### src/rtl/coh_bal_pkg.sv
package coh_bal_pkg;
  typedef enum logic {
    EV_DOWN = 1'b0,
    EV_UP   = 1'b1
  } ev_kind_e;
endpackage

### src/rtl/coh_bal_sig.sv
module coh_bal_sig
  import coh_bal_pkg::*;
#(
  parameter int ADDR_W = 26,
  parameter int CNT_W  = 4,
  parameter int SIG_W  = 32
) (
  input  logic              clk_i,
  input  logic              rst_ni,
  input  logic              ev_valid_i,
  input  logic              ev_kind_i,
  input  logic [ADDR_W-1:0] ev_addr_i,
  input  logic [CNT_W-1:0]  ev_cnt_i,
  input  logic              snap_i,
  output logic [SIG_W-1:0]  snap_o
);
  localparam int PROD_W = ADDR_W + CNT_W;

  logic [PROD_W-1:0] prod;
  logic [SIG_W-1:0]  prod_ext, addr_ext, delta, sig_nxt, sig_q, snap_q;

  assign prod = PROD_W'(ev_addr_i) * PROD_W'(ev_cnt_i);

  generate
    if (SIG_W > PROD_W) begin : g_prod_pad
      assign prod_ext = {{(SIG_W-PROD_W){1'b0}}, prod};
    end else begin : g_prod_cut
      assign prod_ext = prod[SIG_W-1:0];
    end
    if (SIG_W > ADDR_W) begin : g_addr_pad
      assign addr_ext = {{(SIG_W-ADDR_W){1'b0}}, ev_addr_i};
    end else begin : g_addr_cut
      assign addr_ext = ev_addr_i[SIG_W-1:0];
    end
  endgenerate

  always_comb begin
    if (!ev_valid_i)                         delta = '0;
    else if (ev_kind_e'(ev_kind_i) == EV_UP) delta = prod_ext;
    else                                     delta = '0 - addr_ext;
    sig_nxt = sig_q + delta;
  end

  always_ff @(posedge clk_i or negedge rst_ni) begin
    if (!rst_ni) begin
      sig_q  <= '0;
      snap_q <= '0;
    end else if (snap_i) begin
      snap_q <= sig_nxt;  // boundary-cycle event belongs to closing epoch
      sig_q  <= '0;
    end else begin
      sig_q  <= sig_nxt;
    end
  end

  assign snap_o = snap_q;

  assert_clear_on_boundary_R6: assert property (@(posedge clk_i) disable iff (!rst_ni)
    snap_i |=> (sig_q == '0));

  assert_invalid_ignored_R9: assert property (@(posedge clk_i) disable iff (!rst_ni)
    (!ev_valid_i && !snap_i) |=> (sig_q == $past(sig_q)));

  assert_snap_stable_R8: assert property (@(posedge clk_i) disable iff (!rst_ni)
    !snap_i |=> $stable(snap_q));
endmodule

### config.mk
export PLATFORM = sky130hd
export DESIGN_NAME = coh_bal_sig
export DESIGN_NICKNAME = d
export VERILOG_FILES = /design/src/rtl/coh_bal_pkg.sv /design/src/rtl/coh_bal_sig.sv
export SDC_FILE = /design/constraint.sdc
export NUM_CORES = 1
export LEC_CHECK = 0
export ABC_CLOCK_PERIOD_IN_PS = 3200
export CAP_MARGIN = 15
export CORE_MARGIN = 4
export CORE_UTILIZATION = 45
export CTS_CLUSTER_SIZE = 8
export DETAILED_ROUTE_END_ITERATION = 10
export DONT_BUFFER_PORTS = 1
export HOLD_SLACK_MARGIN = 0.02
export MAX_ROUTING_LAYER = met4
export PLACE_DENSITY = 0.6
export SYNTH_ARGS = -nofsm -noshare
export SYNTH_HDL_FRONTEND = slang
export SYNTH_SLANG_ARGS = --single-unit
### constraint.sdc
create_clock -name clk_i -period 3.2 [get_ports clk_i]
set_input_delay 0 -clock clk_i [delete_from_list [all_inputs] [get_ports clk_i]]
set_output_delay 0 -clock clk_i [all_outputs]
set_load 0.01 [all_outputs]
# [Word-level counts from Yosys, hierarchy flattened]
# Cells that the tools add are included.
[word_totals] regBits=64 latch_bits=0 ram_bits=0 mem_bits_ro=0 in_bits=35 output_inout_bits=32 word_cells=8 mem_count=0
[op_classes] n_addsub=2 n_mul=1 div_mod_pow=0 n_lt_le_gt_ge=0 eq_ne=0 shift=0 mux=3 bitwise_logic=0 reduce_logical=0
[ops] operator="$mux W32" n=3
[ops] operator="$add A32 B32 Y32" n=1
[ops] operator="$mul A26 B4 Y30" n=1
[ops] operator="$sub A1 B26 Y27 const A" n=1

# [Depth between registers and ports, before layout]
# Gate-level depths: netlist of run 1.
[depth] depth_word=5 depth_mapped=27 ltp_nobuf=25

# [Worst setup path before layout of run 1]
# Ideal clock, no wire load.
[synth_timing] path_kind="in2reg" start="input ev_addr_i[3]" end="register snap_q[30] (netlist: snap_o[30])" setup_ps=140 t_arrival_ps=5256 setup_slack_ps=-2195 cell_stages=27 n_path_buf=2 path_cell_list="clkbuf_1 > and2_1 > fa_1 > inv_1 > fa_1 > inv_1 > ha_1 > a21o_1 > a31oi_1 > a32oi_1 > a311o_1 > a31oi_1 > o21ai_0 > a21oi_1 > nor3_1 > a211o_1 > ha_1 > buf_1 > and4_1 > nand2_1 > nor2_1 > a21oi_1 > o21a_1 > o211ai_1 > a41oi_1 > xor2_1 > mux2i_1"
[synth_via] elab_chain_len=4 elab_cells_between_ends=5 cone_classes="2 x add/sub; 1 x mul; 2 x mux"
[synth_lines] element="start: declaration" line_no="coh_bal_sig.sv:12" text="input logic [ADDR_W-1:0] ev_addr_i,"
[synth_lines] element="$mul A26 B4 Y30 / $sub A1 B26 Y27 (equally long branches)" line_no="coh_bal_sig.sv:22, coh_bal_sig.sv:40"
[synth_lines] element="$mux W32 (*)" line_no="coh_bal_sig.sv:39" text="else if (ev_kind_e'(ev_kind_i) == EV_UP) delta = prod_ext;"
[synth_lines] element="$mux W32 (*)" line_no="coh_bal_sig.sv:38" text="if (!ev_valid_i) delta = '0;"
[synth_lines] element="$add A32 B32 Y32 (*)" line_no="coh_bal_sig.sv:41" text="sig_nxt = sig_q + delta;"
[synth_lines] element="end signal: assignment" line_no="coh_bal_sig.sv:49" text="snap_q <= sig_nxt;"
[synth_lines] element="end: declaration" line_no="coh_bal_sig.sv:20" text="logic [SIG_W-1:0] prod_ext, addr_ext, delta, sig_nxt, sig_q, snap_q;"
# Every way passes the cells marked *; elsewhere a longest branch is shown, timed or not.
# A chain may end at the register's enable or synchronous reset.

# [Worst setup path in the final report of run 1]
[layout_timing] start="input ev_cnt_i[3]" end="register snap_q[26] (netlist: snap_o[26])"
[layout_via] elab_chain_len=4
[layout_lines] element="start: declaration" line_no="coh_bal_sig.sv:13" text="input logic [CNT_W-1:0] ev_cnt_i,"
[layout_lines] element="$mul A26 B4 Y30" line_no="coh_bal_sig.sv:22" text="assign prod = PROD_W'(ev_addr_i) * PROD_W'(ev_cnt_i);"
[layout_lines] element="$mux W32" line_no="coh_bal_sig.sv:39"
[layout_lines] element="$mux W32" line_no="coh_bal_sig.sv:38"
[layout_lines] element="$add A32 B32 Y32" line_no="coh_bal_sig.sv:41"
# No other way between the ends.

==> reports/qor.txt, run 1 <==
TritonCTS clock tree: yes
EDFF count, synth: 0
setup repair after global routing missed its margin: yes
ys async rst share: 100%
flip-flop and latch count after synthesis: 64
DRC marker count from the first detailed-route iteration: 590
Die Outline Area: 19,900 um^2
number of distinct standard cells referenced by the synthesized netlist: 67
fill cell instance count of the final layout: 1,412
length of the first detailed-routing pass in iterations: 5
WP data required: 3.41 ns
capture point of the worst path: snap_o[26]$_DFFE_PN0P_
Worst Hold Slack: -0.273 ns
overflow left after global routing: 0
fin. max-slew vios: 0
worst setup path start: ev_cnt_i[3]
initial core utilization: 46.0%
number of port buffers: 0
Die Wd: 141 um
post-layout power: 0.00751 W
clock network latency to the later pin of the worst-skew pair: 0.33 ns
final setup violating endpoints: 50
period utilisation layout: 148%
post-synthesis sequential area ratio: 20.1%
nets: 1,304
crit path capture type: flop
Max Clock Skew: 0.00632 ns
half-perimeter wire length after detailed placement: 15,500 um
standard cell core area: 17,400 um^2
data arrival time of the critical path: 4.95 ns
Worst Slack Setup Final: -1.53 ns
Slew @ Worst Pin: 0.493 ns
Gate Count Post-Synth: 976
status: complete, but fails checks
number of rows created at floorplan: 48
Max VDD drop: 0.465 mV
reg-to-reg setup timing slack: -0.06 ns
clock root buffer: clkbuf_16
power density relative to cell area: 676 nW/um^2
fmax: 0.211 GHz
worst r2r path cells: 12
dominant synthesized flop cell: dfrtp_1
Netlist Area Pre-Place: 7980 um^2
CP max FO: 26
overall routing resource usage: 22.6%
type of the most critical hold path: in2reg
warnings from Yosys: 0
DRC viols: 0
total number of clock tree sinks: 64
hold-fix buffer count after cts: 10
maximum number of pins on one net before global-route repair: 68
antenna violations before repair: 0
dominant cells by area after synthesis: dfrtp_1 (20%), fa_1 (12%), ha_1 (10%), inv_1 (6.3%), and2_1 (5.4%)
CP startpoint kind: input pin
DR vias: 7,333
worst slew margin relative to its limit: 66.8%
total of max-cap violations: 0
Leakage Power: 5.42 nW
per-instance average area after synthesis: 8.18 um^2
Longest Clk Path Bufs: 2
vias in the first global route: 7,357
IO Count: 67
routability cong.: 0.899
post-synthesis net count: 1,126
Die H: 141 um
clock transition at the registers of the reported paths: 0.05 ns
Diodes inserted: 0
share of the synthesized area in the top cell type: 20.1%
share of post-route cells with drive strength above 1: 32.7%
violated checks: negative hold slack, negative setup slack
total wire length: 22,400 um
critical register-to-register path endpoint: snap_o[26]$_DFFE_PN0P_
count of endpoints failing hold in the final timing report: 56
number of buffers added by the clock tree synthesis step: 9
Min Clock Period, post-route: 4.73 ns
# H-tree levels: 3
first-pass GRT wire length: 36,300 um
Worst Path Class, Setup: in2reg
Routed WL per cell: 16.2 um
reg2reg start: sig_q[0]$_DFF_PN0_
count of nets left with antenna violations after detail routing: 0
growth of design area from synthesis to finish: 39.2%
routed vias/inst: 5.30
cell taking the most area after synthesis: dfrtp_1
critical path: stages:
cell and delay (ns):
and2_4 0.14, fa_1 0.53, inv_1 0.05, fa_1 0.49, inv_2 0.05, ha_4 0.21, a21o_1 0.18, buf_4 0.14
o2bb2ai_4 0.12, and3_4 0.18, o21a_1 0.16, o21a_1 0.20, o2111ai_2 0.18, a21oi_2 0.09, xnor2_2 0.14, a211oi_2 0.37
ha_1 0.33, and4_4 0.22, nand2_1 0.07, nor2_1 0.06, a21oi_2 0.10, o21a_1 0.13, o211ai_1 0.17, buf_4 0.22
a31oi_4 0.16, xnor2_2 0.14, mux2i_1 0.09
cells in the mapped netlist (all sizes together), types with 7 or more instances:
cell	number
o21ai	35
fa	49
xnor2	38
and2	72
ha	66
mux2i	30
nand2	71
nor3	13
inv	134
o21a	8
o21bai	11
nor2	86
a31oi	9
nor2b	9
and3	7
dfrtp	64
a21oi	64
a211oi	21
xor2	34
a21o	27
nand3	11
nand4	7
clkbuf	42
how the worst min path moves through the flow:
stage,startpoint,end,slack [ns],cells past startpoint
floorplan,rst_ni,sig_q[0]$_DFF_PN0_,-0.30,0
global placement,rst_ni,snap_o[4]$_DFFE_PN0P_,-0.29,0
detailed placement,rst_ni,snap_o[3]$_DFFE_PN0P_,-0.29,0
CTS,snap_i,sig_q[18]$_DFF_PN0_,-0.28,1
global route,snap_i,sig_q[16]$_DFF_PN0_,-0.28,1
finish,snap_i,sig_q[16]$_DFF_PN0_,-0.27,1
sequential cells by signal, indices dropped and copies added, names as in the netlist:
name    cells
sig_q      32
snap_o     32
kinds of logic (layout without fill, tap and decap cells):
kind of cell	Yosys count	count (layout)	synth area share, %
DFF	64	64	20.1
and+or+nand+nor	307	307	19.7
AOI/OAI and AO/OA	205	205	16.5
buffers and inverters	180	363	8.97
muxes	33	33	4.18
adders and majority gates	115	115	22.6
xor gates and xnor gates	72	72	7.99
cell type report:
type	count	area [um^2]	area share, %
inverters	134	503	4.53
multi-input cells	732	6700	60.3
repair buffers	213	1710	15.4
clock inverters	5	81.3	0.732
clock buffers	11	233	2.10
well taps	225	282	2.53
flip-flops and latches	64	1600	14.4
layout by cell type (no fill, tap or decap), drive strengths merged, types with 6 or more instances in the layout:
| master | Yosys | routed |
|---|---|---|
| fa | 49 | 49 |
| nor2 | 86 | 86 |
| nand2 | 71 | 71 |
| o21bai | 11 | 11 |
| xor2 | 34 | 34 |
| nor3 | 13 | 13 |
| nand2b | 6 | 6 |
| inv | 134 | 134 |
| xnor2 | 38 | 38 |
| o21a | 8 | 8 |
| and3 | 7 | 7 |
| ha | 66 | 66 |
| a31oi | 9 | 9 |
| or3 | 6 | 6 |
| dlygate4sd3 | 0 | 9 |
| nand3 | 11 | 11 |
| buf | 4 | 204 |
| mux2i | 30 | 30 |
| o21ai | 35 | 35 |
| and2 | 72 | 72 |
| a21o | 27 | 27 |
| dfrtp | 64 | 64 |
| nor2b | 9 | 9 |
| nand4 | 7 | 7 |
| clkbuf | 42 | 11 |
| a211oi | 21 | 21 |
| a21oi | 64 | 64 |
routing by layer:
layer | track usage [%] | part of all wire [%]
met2 | 32.9 | 44
met1 | 34.2 | 51
met3 | 2.68 | 4.9
met5 | - | 0
met4 | 4.49 | 0.91
timing repair:
item | CTS | global route
setup endpoints to repair | 52 | 51
setup buffers | 18 | 17
gates cloned | 0 | 0
hold endpoints to repair | 128 | 56
pin swaps | 91 | 54
resized for setup | 108 | 72
per-stage QoR:
stage	std cells	TNS (ns)	cell area (um^2)	util [%]	worst slack [ns]
6_report	1384	-54.02	11100	64.0	-1.53
2_1_floorplan	976	-60.16	8150	-	-1.85
3_3_place_gp	1332	-78.35	9500	54.7	-1.98
5_1_grt	1384	-60.60	11100	64.0	-1.66
4_1_cts	1372	-47.71	10600	61.4	-1.39
3_5_place_dp	1332	-79.17	9500	54.7	-2.04
report_power, final:
| part | switching, W | internal (W) | total [W] |
|---|---|---|---|
| Clock | 0.000365 | 0.000682 | 0.00105 |
| Combinational | 0.00250 | 0.00251 | 0.00501 |
| Sequential | 0.000301 | 0.00116 | 0.00146 |
Note: power is estimated with default switching activity, not from simulation.
==> inputs of run 2 (changes only) <==
--- a/config.mk
+++ b/config.mk
@@ -5,8 +5,10 @@
 export SDC_FILE = /design/constraint.sdc
 export NUM_CORES = 1
 export LEC_CHECK = 0
+export ABC_AREA = 1
 export ABC_CLOCK_PERIOD_IN_PS = 3200
 export CAP_MARGIN = 15
+export CORE_ASPECT_RATIO = 1.75
 export CORE_MARGIN = 4
 export CORE_UTILIZATION = 45
 export CTS_CLUSTER_SIZE = 8
@@ -14,7 +16,7 @@
 export DONT_BUFFER_PORTS = 1
 export HOLD_SLACK_MARGIN = 0.02
 export MAX_ROUTING_LAYER = met4
-export PLACE_DENSITY = 0.6
+export PLACE_DENSITY = 0.62
 export SYNTH_ARGS = -nofsm -noshare
 export SYNTH_HDL_FRONTEND = slang
 export SYNTH_SLANG_ARGS = --single-unit
==> run 2 against run 1 <==
Against the previous run:
- the flow still finishes with violations (negative hold slack, negative setup slack)
- sequential power hardly changed
- non-clock buffer count is 72 lower
- utilization is 0.11 points higher
- design area is 21% higher
- highest routed layer unchanged
==> reports/qor.txt, run 2 <==
status: complete, but fails checks (unchanged)
violated checks: negative hold slack, negative setup slack (unchanged)
IO Count: 67 (unchanged)
setup repair after global routing missed its margin: yes (unchanged)
Worst Path Class, Setup: in2reg (unchanged)
grt met2 use: 49.3% (was 32.9%)
number of rows created at floorplan: 70 (was 48)
Slew @ Worst Pin: 0.730 ns (was 0.493 ns)
clock network latency to the later pin of the worst-skew pair: 0.34 ns (was 0.33 ns)
highest-count cells in the layout ignoring fill and taps: nand2_1 (425), inv_1 (337), nand2_2 (120), buf_4 (115), nor2_1 (99) (was buf_4 (185), inv_1 (128), nor2_1 (80), nand2_1 (70), and2_1 (65))
maximum number of pins on one net before global-route repair: 65 (was 68)
length of the first detailed-routing pass in iterations: 6 (was 5)
first-pass GRT wire length: 50,700 um (was 36,300 um)
nets: 1,909 (was 1,304)
# H-tree levels: 3 (unchanged)
clock transition at the registers of the reported paths: 0.05 ns (about the same)
initial core utilization: 46.0% (about the same)
share of post-route cells with drive strength above 1: 33.3% (was 32.7%)
Routed WL per cell: 15.7 um (was 16.2 um)
number of distinct standard cells referenced by the synthesized netlist: 36 (was 67)
crit path capture type: flop (unchanged)
Max VDD drop: 0.609 mV (was 0.465 mV)
type of the most critical hold path: in2reg (unchanged)
most common cell after layout, fill and taps aside: nand2_1 (was buf_4)
DR vias: 10,200 (was 7,333)
most common cell in the synthesized netlist: nand2_1 (was inv_1)
overall routing resource usage: 26.7% (was 22.6%)
post-synthesis net count: 1,800 (was 1,126)
worst slew margin relative to its limit: 51.3% (was 66.8%)
Min Clock Period, post-route: 3.63 ns (was 4.73 ns)
antenna violations before repair: 0 (unchanged)
data arrival time of the critical path: 3.83 ns (was 4.95 ns)
hold-fix buffer count after cts: 6 (was 10)
ranking of synthesized cells by instance count: nand2_1 (598), inv_1 (382), nor2_1 (160), nand3_1 (88), ha_1 (66) (was inv_1 (134), nor2_1 (86), nand2_1 (71), and2_1 (69), ha_1 (66))
total number of clock tree sinks: 64 (unchanged)
vias in the first global route: 10,600 (was 7,357)
Netlist Area Pre-Place: 9620 um^2 (was 7980 um^2)
fill cell instance count of the final layout: 1,846 (was 1,412)
final setup violating endpoints: 49 (was 50)
dominant synthesized flop cell: dfrtp_1 (unchanged)
WP data required: 3.40 ns (was 3.41 ns)
clock root buffer: clkbuf_16 (unchanged)
period utilisation layout: 113% (was 148%)
flip-flop and latch count after synthesis: 64 (unchanged)
growth of design area from synthesis to finish: 39.5% (was 39.2%)
share of the synthesized area in the top cell type: 23.3% (was 20.1%)
final core area utilization: 64.1% (was 64.0%)
Max Clock Skew: 0.00944 ns (was 0.00632 ns)
standard cell core area: 20,900 um^2 (was 17,400 um^2)
half-perimeter wire length after detailed placement: 24,600 um (was 15,500 um)
ys async rst share: 100% (unchanged)
count of nets left with antenna violations after detail routing: 0 (unchanged)
Layout Cell Area excl Fill: 13,400 um^2 (was 11,100 um^2)
DRC viols: 0 (unchanged)
warnings from Yosys: 0 (unchanged)
TritonCTS clock tree: yes (unchanged)
fin. max-slew vios: 0 (unchanged)
total of max-cap violations: 0 (unchanged)
number of port buffers: 0 (unchanged)
Worst Hold Slack: -0.281 ns (was -0.273 ns)
routed vias/inst: 5.08 (was 5.30)
count of endpoints failing hold in the final timing report: 43 (was 56)
DRC marker count from the first detailed-route iteration: 424 (was 590)
setup TNS: -15.17 ns (was -54.02 ns)
dominant cells by area after synthesis: nand2_1 (23%), dfrtp_1 (17%), inv_1 (15%), fa_1 (10%), ha_1 (8.6%) (was dfrtp_1 (20%), fa_1 (12%), ha_1 (10%), inv_1 (6.3%), and2_1 (5.4%))
Diodes inserted: 0 (unchanged)
Die Wd: 119 um (was 141 um)
number of buffers added by the clock tree synthesis step: 9 (unchanged)
EDFF count, synth: 0 (unchanged)
per-instance average area after synthesis: 5.83 um^2 (was 8.18 um^2)
Longest Clk Path Bufs: 2 (unchanged)
fmax: 0.275 GHz (was 0.211 GHz)
Die H: 201 um (was 141 um)
power density relative to cell area: 596 nW/um^2 (was 676 nW/um^2)
cell taking the most area after synthesis: nand2_1 (was dfrtp_1)
met1 Use GR: 28.6% (was 34.2%)
post-synthesis sequential area ratio: 16.6% (was 20.1%)
Gate Count Post-Synth: 1,650 (was 976)
met3 track demand over resource in global routing: 1.77% (was 2.68%)
overflow left after global routing: 0 (unchanged)
most utilized layer in the global route result: met2 (was met1)
post-placement cell area: 11,100 um^2 (was 9500 um^2)
routability cong.: 0.982 (was 0.899)
CP startpoint kind: input pin (unchanged)
Leakage Power: 7.62 nW (was 5.42 nW)
CP max FO: 6 (was 26)
area of combinational cells with multiple inputs: 8590 um^2 (was 6700 um^2)
total wire length: 31,600 um (was 22,400 um)
area occupied by registers: 1600 um^2 (unchanged)
Worst Slack Setup Final: -0.431 ns (was -1.53 ns)
Die Outline Area: 23,900 um^2 (was 19,900 um^2)
run 2: cell types whose count changed after synthesis, moves of 9 or more:
cell,change
xor2_1,-23
inv_1,+248
mux2i_1,-30
nand3_1,+77
clkbuf_1,-12
xnor2_1,-22
nand3b_1,+9
nor2b_1,-9
nor2_1,+74
a211oi_1,-19
a21o_1,-25
nand2_1,+527
and2_1,-68
run 2: final cells by class:
| cell class | count | area share (%) |
|---|---|---|
| inverters | 382 | 10.7 |
| flip-flops and latches | 64 | 11.9 |
| clock buffers | 11 | 1.81 |
| multi-input cells | 1161 | 64.0 |
| clock inverters | 5 | 0.420 |
| well taps | 252 | 2.35 |
| repair buffers | 141 | 8.75 |
run 2: final timing paths:
check	startpoint	end	slack, ns	cells past startpoint
setup / recovery	ev_addr_i[1]	snap_o[13]$_DFFE_PN0P_	-0.43	24
hold / removal	snap_i	sig_q[16]$_DFF_PN0_	-0.28	1
setup reg to reg	sig_q[0]$_DFF_PN0_	snap_o[16]$_DFFE_PN0P_	0.92	11
hold reg to reg	snap_o[21]$_DFFE_PN0P_	snap_o[21]$_DFFE_PN0P_	0.55	2
max in group asynchronous	rst_ni	sig_q[6]$_DFF_PN0_	2.70	2
min in group asynchronous	rst_ni	snap_o[28]$_DFFE_PN0P_	0.19	2
run 2: per-stage QoR:
| stage | total power [W] | setup WS (ns) | instances |
|---|---|---|---|
| global placement | 0.00538 | -0.827 | 1965 |
| detailed placement | 0.00542 | -0.864 | 1965 |
| finish | 0.00800 | -0.431 | 2016 |
| floorplan | 0.00412 | -0.508 | 1650 |
| CTS | 0.00706 | -0.379 | 2000 |
| global route | 0.00859 | -0.608 | 2016 |
run 2: worst max-delay path, stage by stage:
cell	delay (ns)
nand2_8	0.05
inv_4	0.03
fa_1	0.54
inv_2	0.04
fa_1	0.54
inv_2	0.06
ha_4	0.26
buf_6	0.13
nand3_4	0.07
nand3_4	0.11
nand2_4	0.09
nand3_4	0.07
or2_4	0.24
a21oi_2	0.11
nor3_1	0.05
ha_1	0.43
nand2_2	0.13
nor2_4	0.19
and3_4	0.22
nand2_4	0.06
nand2_8	0.11
buf_6	0.12
xnor2_4	0.11
o21ai_2	0.06
run 2: power by group:
group	internal [W]	total (W)	switching (W)
clock network	0.000623	0.00100	0.000379
logic	0.00252	0.00554	0.00302
registers	0.00113	0.00146	0.000330
total	0.00428	0.00800	0.00372
run 2: kinds of logic (layout without fill, tap and decap cells):
kind of cell,count (synthesis),count (layout),synth area share [%]
simple gates,908,908,38.8
fa+ha+maj,115,115,18.8
buf+inv,425,539,17.2
flops,64,64,16.6
compound gates,112,112,6.13
xor+xnor,26,26,2.37
run 2: layer usage:
layer	up-vias	wire, um
met1	4800	12000
li1	5110	-
met4	0	1650
met3	110	862
met5	-	0
met2	220	17100
run 2: repair_timing:
action                                 4_1_cts  5_1_grt
endpoints found under the hold margin      111       43
setup buffers                               13       17
resized for setup                          162      281
setup endpoints to repair                   50       53
pin swaps                                   86      157
